===== config.mk =====
export PLATFORM = sky130hd
export DESIGN_NAME = memRelocUnit
export DESIGN_NICKNAME = d
export VERILOG_FILES = /design/src/rtl/relocPkg.sv /design/src/rtl/relocPath.sv /design/src/rtl/relocCtrl.sv /design/src/rtl/memRelocUnit.sv
export SDC_FILE = /design/constraint.sdc
export NUM_CORES = 1
export LEC_CHECK = 0
export CORE_MARGIN = 3
export CORE_UTILIZATION = 40
export CTS_CLUSTER_DIAMETER = 150
export DETAILED_ROUTE_END_ITERATION = 8
export GPL_TIMING_DRIVEN = 0
export MAX_ROUTING_LAYER = met4
export PLACE_DENSITY = 0.82
export SLEW_MARGIN = 30
export SYNTH_ARGS = -nofsm -noshare
export SYNTH_HDL_FRONTEND = slang
export SYNTH_SLANG_ARGS = --single-unit
export TNS_END_PERCENT = 50

===== constraint.sdc =====
create_clock -name clk -period 4.3 [get_ports clk]
set_clock_uncertainty 0.15 [all_clocks]
set_input_delay 1.075 -clock clk [delete_from_list [all_inputs] [get_ports clk]]
set_output_delay 1.075 -clock clk [all_outputs]
set_load 0.05 [all_outputs]

===== src/rtl/relocPkg.sv =====
package relocPkg;
  // Strobes from the control to the datapath.
  typedef struct packed {
    logic loadBase;  // write ldData into the base register
    logic loadSize;  // write ldData into the size register
    logic passThru;  // executive mode: bypass relocation
    logic drive;     // access granted: drive the physical address
  } pathCmd_t;
endpackage


===== src/rtl/relocPath.sv =====
module relocPath
  import relocPkg::*;
#(
  parameter int ADDR_W = 18,
  parameter int OFF_W  = 10
) (
  input  logic                     clk,
  input  logic                     rstN,
  input  pathCmd_t                 cmd,
  input  logic [ADDR_W-OFF_W-1:0]  ldData,
  input  logic [ADDR_W-1:0]        reqAddr,
  output logic                     inRange,
  output logic [ADDR_W-1:0]        physAddr
);
  localparam int BLK_W = ADDR_W - OFF_W;

  logic [BLK_W-1:0]  baseReg;
  logic [BLK_W-1:0]  sizeReg;
  logic [BLK_W-1:0]  blkIdx;
  logic [ADDR_W-1:0] baseAddr;
  logic [ADDR_W-1:0] relocAddr;

  always_ff @(posedge clk) begin
    if (!rstN) begin
      baseReg <= '0;
      sizeReg <= '0;
    end else begin
      if (cmd.loadBase) baseReg <= ldData;
      if (cmd.loadSize) sizeReg <= ldData;
    end
  end

  always_comb begin
    blkIdx    = reqAddr[ADDR_W-1:OFF_W];
    inRange   = (blkIdx < sizeReg);
    baseAddr  = {baseReg, {OFF_W{1'b0}}};
    relocAddr = reqAddr + baseAddr;  // truncation gives the wrap
    if (!cmd.drive)       physAddr = '0;
    else if (cmd.passThru) physAddr = reqAddr;
    else                   physAddr = relocAddr;
  end
endmodule


===== src/rtl/relocCtrl.sv =====
module relocCtrl
  import relocPkg::*;
(
  input  logic     clk,
  input  logic     rstN,
  input  logic     execMode,
  input  logic     ldEn,
  input  logic     ldSel,
  input  logic     clrViol,
  input  logic     reqValid,
  input  logic     reqWrite,
  input  logic     inRange,
  output pathCmd_t cmd,
  output logic     grant,
  output logic     physWrite,
  output logic     violation
);
  logic violReg;
  logic userFault;

  always_comb begin
    userFault     = reqValid & ~execMode & ~inRange;
    grant         = reqValid & (execMode | inRange);
    physWrite     = grant & reqWrite;
    violation     = violReg | userFault;
    cmd.loadBase  = execMode & ldEn & ldSel;
    cmd.loadSize  = execMode & ldEn & ~ldSel;
    cmd.passThru  = execMode;
    cmd.drive     = grant;
  end

  always_ff @(posedge clk) begin
    if (!rstN)                    violReg <= 1'b0;
    else if (execMode && clrViol) violReg <= 1'b0;
    else if (userFault)           violReg <= 1'b1;
  end
endmodule


===== src/rtl/memRelocUnit.sv =====
module memRelocUnit
  import relocPkg::*;
#(
  parameter int ADDR_W = 18,
  parameter int OFF_W  = 10
) (
  input  logic                    clk,
  input  logic                    rstN,
  input  logic                    execMode,
  input  logic                    ldEn,
  input  logic                    ldSel,
  input  logic [ADDR_W-OFF_W-1:0] ldData,
  input  logic                    clrViol,
  input  logic                    reqValid,
  input  logic [ADDR_W-1:0]       reqAddr,
  input  logic                    reqWrite,
  output logic [ADDR_W-1:0]       physAddr,
  output logic                    grant,
  output logic                    physWrite,
  output logic                    violation
);
  pathCmd_t cmd;
  logic     inRange;

  relocCtrl i_ctrl (
    .clk(clk), .rstN(rstN), .execMode(execMode), .ldEn(ldEn), .ldSel(ldSel),
    .clrViol(clrViol), .reqValid(reqValid), .reqWrite(reqWrite),
    .inRange(inRange), .cmd(cmd), .grant(grant), .physWrite(physWrite),
    .violation(violation)
  );

  relocPath #(.ADDR_W(ADDR_W), .OFF_W(OFF_W)) i_path (
    .clk(clk), .rstN(rstN), .cmd(cmd), .ldData(ldData),
    .reqAddr(reqAddr), .inRange(inRange), .physAddr(physAddr)
  );
endmodule


# Word level (Yosys, flattened, before mapping)
# Cells that the tools add are included.
# classes
addsub,1
n_lt_le_gt_ge,1
muxes,2
n_bitwise,13
n_reduce_logical,2
# ops
op,count
two-way mux 18 bit,2
adder 18 bit,1
less-than comparator 8 bit,1
bitwise AND 1 bit,7
NOT 1 bit,4
bitwise OR 1 bit,2
OR reduction 2 bit,1
logical AND 1 bit,1
# totals
ff_bits,17
input_bits,34
word_cells,22

# Longest topological paths before layout
# depth
ltp_word,4
depth_mapped,8
ltp_nobuf,8

# Modules after synthesis
# Synthesis repeated with hierarchy kept, for this count alone.
# hier_totals
cells_unflattened,164
hier_area_um2,1396.3
# modules_own_cells
mod,n_inst,cells_per_inst,area_per_inst_um2,seq_area_each_um2
relocPath,1,151,1300.0,320.3
relocCtrl,1,13,96.3,20.0

# Worst setup path after synthesis
# No wires, ideal clock.
# synth_path
path_kind,in2out
start,input port reqAddr[12]
end,output port physAddr[16]
arrival_ps,3337
t_required_ps,3075
slack_ps,-262
cell_stages,6
path_buffers,0
cell_sequence,ha_1 a211oi_1 o21ai_1 a21oi_2 nand4b_1 o311ai_1
# synth_between
elab_chain_len,4
elab_cells_between_ends,6
classes_between,add/sub: 1; order compare: 1; mux: 2; bitwise: 2
# synth_rtl
item,line_no,rtl
start: declaration,memRelocUnit.sv:15,"input logic [ADDR_W-1:0] reqAddr,"
branches (longest 3 deep; another with adder 18 bit),-,
two-way mux 18 bit *,relocPath.sv:38,if (!cmd.drive) physAddr = '0;
end: declaration,memRelocUnit.sv:17,"output logic [ADDR_W-1:0] physAddr,"
# Every way passes the cells marked *.

# Worst setup path after layout
# layout_path
start,input port reqAddr[17]
end,output port physAddr[17]
# Same word-level chain as after synthesis.

==> flow_summary.toml <==
[placement]
place_hpwl_mm = 2.91
place_ws_ns = -0.920
io_buffers = 54
routabilityCongestion = 0.902
dp.cells = 261

[timing]
setup-violations-final = 0
slew_headroom = 0.597
max_freq_ghz = 0.233
fin_ws_ns = 0.0150
period_share = 0.997
worst_slew_pin_slew_ns = 0.604
min_period_ns = 4.29
hold_viol = 0
rsz0062_at_grt = "yes"
slew_viol_final = 0

[pwr]
power_leakage_nw = 0.896
design_power_total_mw = 0.443
ir_worst_vdd_uv = 229
cellPowerDensity_nw_per_um2 = 212

[clock_tree]
cts_tree = "yes"
clkSinkCount = 17
ctsHoldBuffers = 0
h-tree-depth = 1
cts_buffers = 3
cts.reportedPaths.clkPinSlew_ns = 0.10
insertion_delay_ns = 0.29
cts_max_path_buffers = 2
cts_root_buffer = "clkbuf_4"

[die]
core-area_um2 = 3150
die_x_um = 64.3
ios = 55
die_y_um = 64.3
die-area_um2 = 4130
num_rows = 20
start_util = 0.431

[global_routing]
grt_start_max_net_pins = 11
top_usage_layer = "met2"
grt_use_met2 = 0.336
grt_pass1_wl_mm = 6.17
first_global_vias = 1300
use_met3 = 0.0123
use_met1 = 0.238
overflow = 0
antenna_found_initial = 0
track_usage = 0.192

[route]
first_pass_iters = 4
vias_per_cell = 5.03
drc = 0
initialDrtViolationCount = 67
wl_per_cell_um = 14.2
routed_wl_mm = 3.82
drtAntennaViolNets = 0
vias = 1352

[logic_synthesis]
ys_seq_elements = 17
synth_compound_area_frac = 0.187
synth.distinct_cells = 37
yosys.area_share.simple = 0.243
yosysSeqAreaShare = 0.250
syn_avg_cell_area_um2 = 8.34
synthMuxAreaShare = 0.118
postSynthCellCount = 163
synth_top_family_by_area = "simple AND/OR/NAND/NOR gates"
ys_warn_count = 0
synthesis.area_um2 = 1360
synthAdderAreaFrac = 0.144
synthXorXnorAreaFrac = 0.00645
syn_nets = 212

[cells_and_area]
area_growth_pct = 53.8
fin_nets = 275
post-route-util = 0.663
drive_gt1_frac = 0.262
diodes = 0
fin_cells = 269

[worst_setup_path]
rrSetupSlack_ns = 2.51
cp.arrival_ns = 3.06
worstPathRequired_ns = 3.07
startpoint_type = "input port"
endpoint_kind = "output port"
criticalPathCategory = "input port to output port"
path_max_fanout = 4

[job]
cap_violations = 0

[status]
status = "finished, final reports clean"

[min_path]
hold_class = "register to register"
path summary, 6_finish.rpt:
check | cells after the start | endpoint | startpoint
worst min register to register | 2 | i_path.sizeReg[5]$_SDFFE_PN0P_ | i_path.sizeReg[5]$_SDFFE_PN0P_
worst min-delay path | 2 | i_path.sizeReg[5]$_SDFFE_PN0P_ | i_path.sizeReg[5]$_SDFFE_PN0P_
worst max register to register | 7 | i_ctrl.violReg$_SDFFE_PP0P_ | i_path.sizeReg[2]$_SDFFE_PN0P_
worst max-delay path | 8 | physAddr[17] | reqAddr[17]
critical path: stages:
cell           delay [ns]
dlygate4sd2_1        0.28
ha_1                 0.36
a21oi_2              0.19
o21ai_2              0.10
a21o_1               0.19
or4_1                0.50
a31oi_1              0.14
buf_4                0.22
power breakdown:
group          internal (mW)  switching (mW)  total [mW]  leakage [nW]
combinational         0.0840           0.109       0.193         0.740
clock                 0.0346          0.0482      0.0828        0.0177
sequential             0.163         0.00465       0.168         0.138
total                  0.282           0.162       0.443         0.896
kinds of logic (layout without fill, tap and decap cells):
family                   Yosys count  count (layout)
adder cells (fa/ha/maj)           15              15
flip-flops                        17              17
AND/OR/NAND/NOR                   59              59
AO/OA/AOI/OAI                     37              37
buffers and inverters             18              80
multiplexers                      16              16
XOR/XNOR                           1               1
synthesized netlist by cell type (all sizes together):
master  number  area [µm²]
or4          1        7.51
or2          1        6.26
o21ai        5        25.0
nand3b       2        15.0
a21o         2        15.0
nand3        3        15.0
nor2b       19         119
a21oi       11        58.8
or3          1        6.26
clkbuf       3        11.3
a21boi       1        7.51
o31a         2        18.8
ha          14         175
o21a         4        30.0
a22oi        2        15.0
a2111o       1        11.3
and2        11        68.8
nor2         6        22.5
nor3b        1        7.51
inv         12        45.0
fa           1        20.0
dfxtp       17         340
nor3         4        20.0
xor2         1        8.76
buf          2        10.0
mux2i       16         160
a31oi        1        6.26
a211oi       2        20.0
o311ai       1        8.76
nand2        9        33.8
clkinv       1        3.75
nand4b       1        8.76
o211ai       5        37.5
metal layers:
metal | up-vias | part of all wire
met2 | 25 | 0.53
met5 | - | 0
met4 | 0 | 0.013
met1 | 617 | 0.44
met3 | 6 | 0.019
li1 | 704 | -
cells in the final DEF (no fill, tap or decap), drive strengths merged, types with 6 or more instances in the layout:
master / synthesis / layout
a21oi: 11 / 11
nor2: 6 / 6
clkbuf: 3 / 14
ha: 14 / 14
buf: 2 / 17
mux2i: 16 / 16
clkdlybuf4s15: 0 / 7
nor2b: 19 / 19
dfxtp: 17 / 17
inv: 12 / 12
clkdlybuf4s50: 0 / 25
and2: 11 / 11
nand2: 9 / 9
registers in the layout (all words and copies together), names as in the netlist:
signal / count
i_path.baseReg: 8
i_path.sizeReg: 8
i_ctrl.violReg: 1
metrics by stage:
| step | hold slack [ns] | area, µm² | setup TNS, ns |
|---|---|---|---|
| floorplan | 0.328 | 1370 | -0.133 |
| global placement | 0.350 | 1960 | -16.26 |
| detailed placement | 0.357 | 1960 | -16.98 |
| CTS | 0.382 | 2070 | 0 |
| global route | 0.414 | 2090 | -0.122 |
| finish | 0.378 | 2090 | 0 |
what timing repair did:
action                                 in CTS  in global routing
gates resized for setup                   116                 25
endpoints found under the hold margin       0                  0
setup endpoints to repair                  21                 12
pin swaps                                  10                  2
buffers inserted                            4                  0
cell type report:
class                           instances  area [µm²]
Clock inverter                          1        5.00
Sequential cell                        17         340
Multi-Input combinational cell        128        1090
Fill cell                             285        1060
Timing Repair Buffer                   58         505
Inverter                               13        48.8
Clock buffer                            3        22.5
Tap cell                               44        55.1
Buffer                                  5        21.3
No activity file was read; power rests on OpenSTA's default activity.
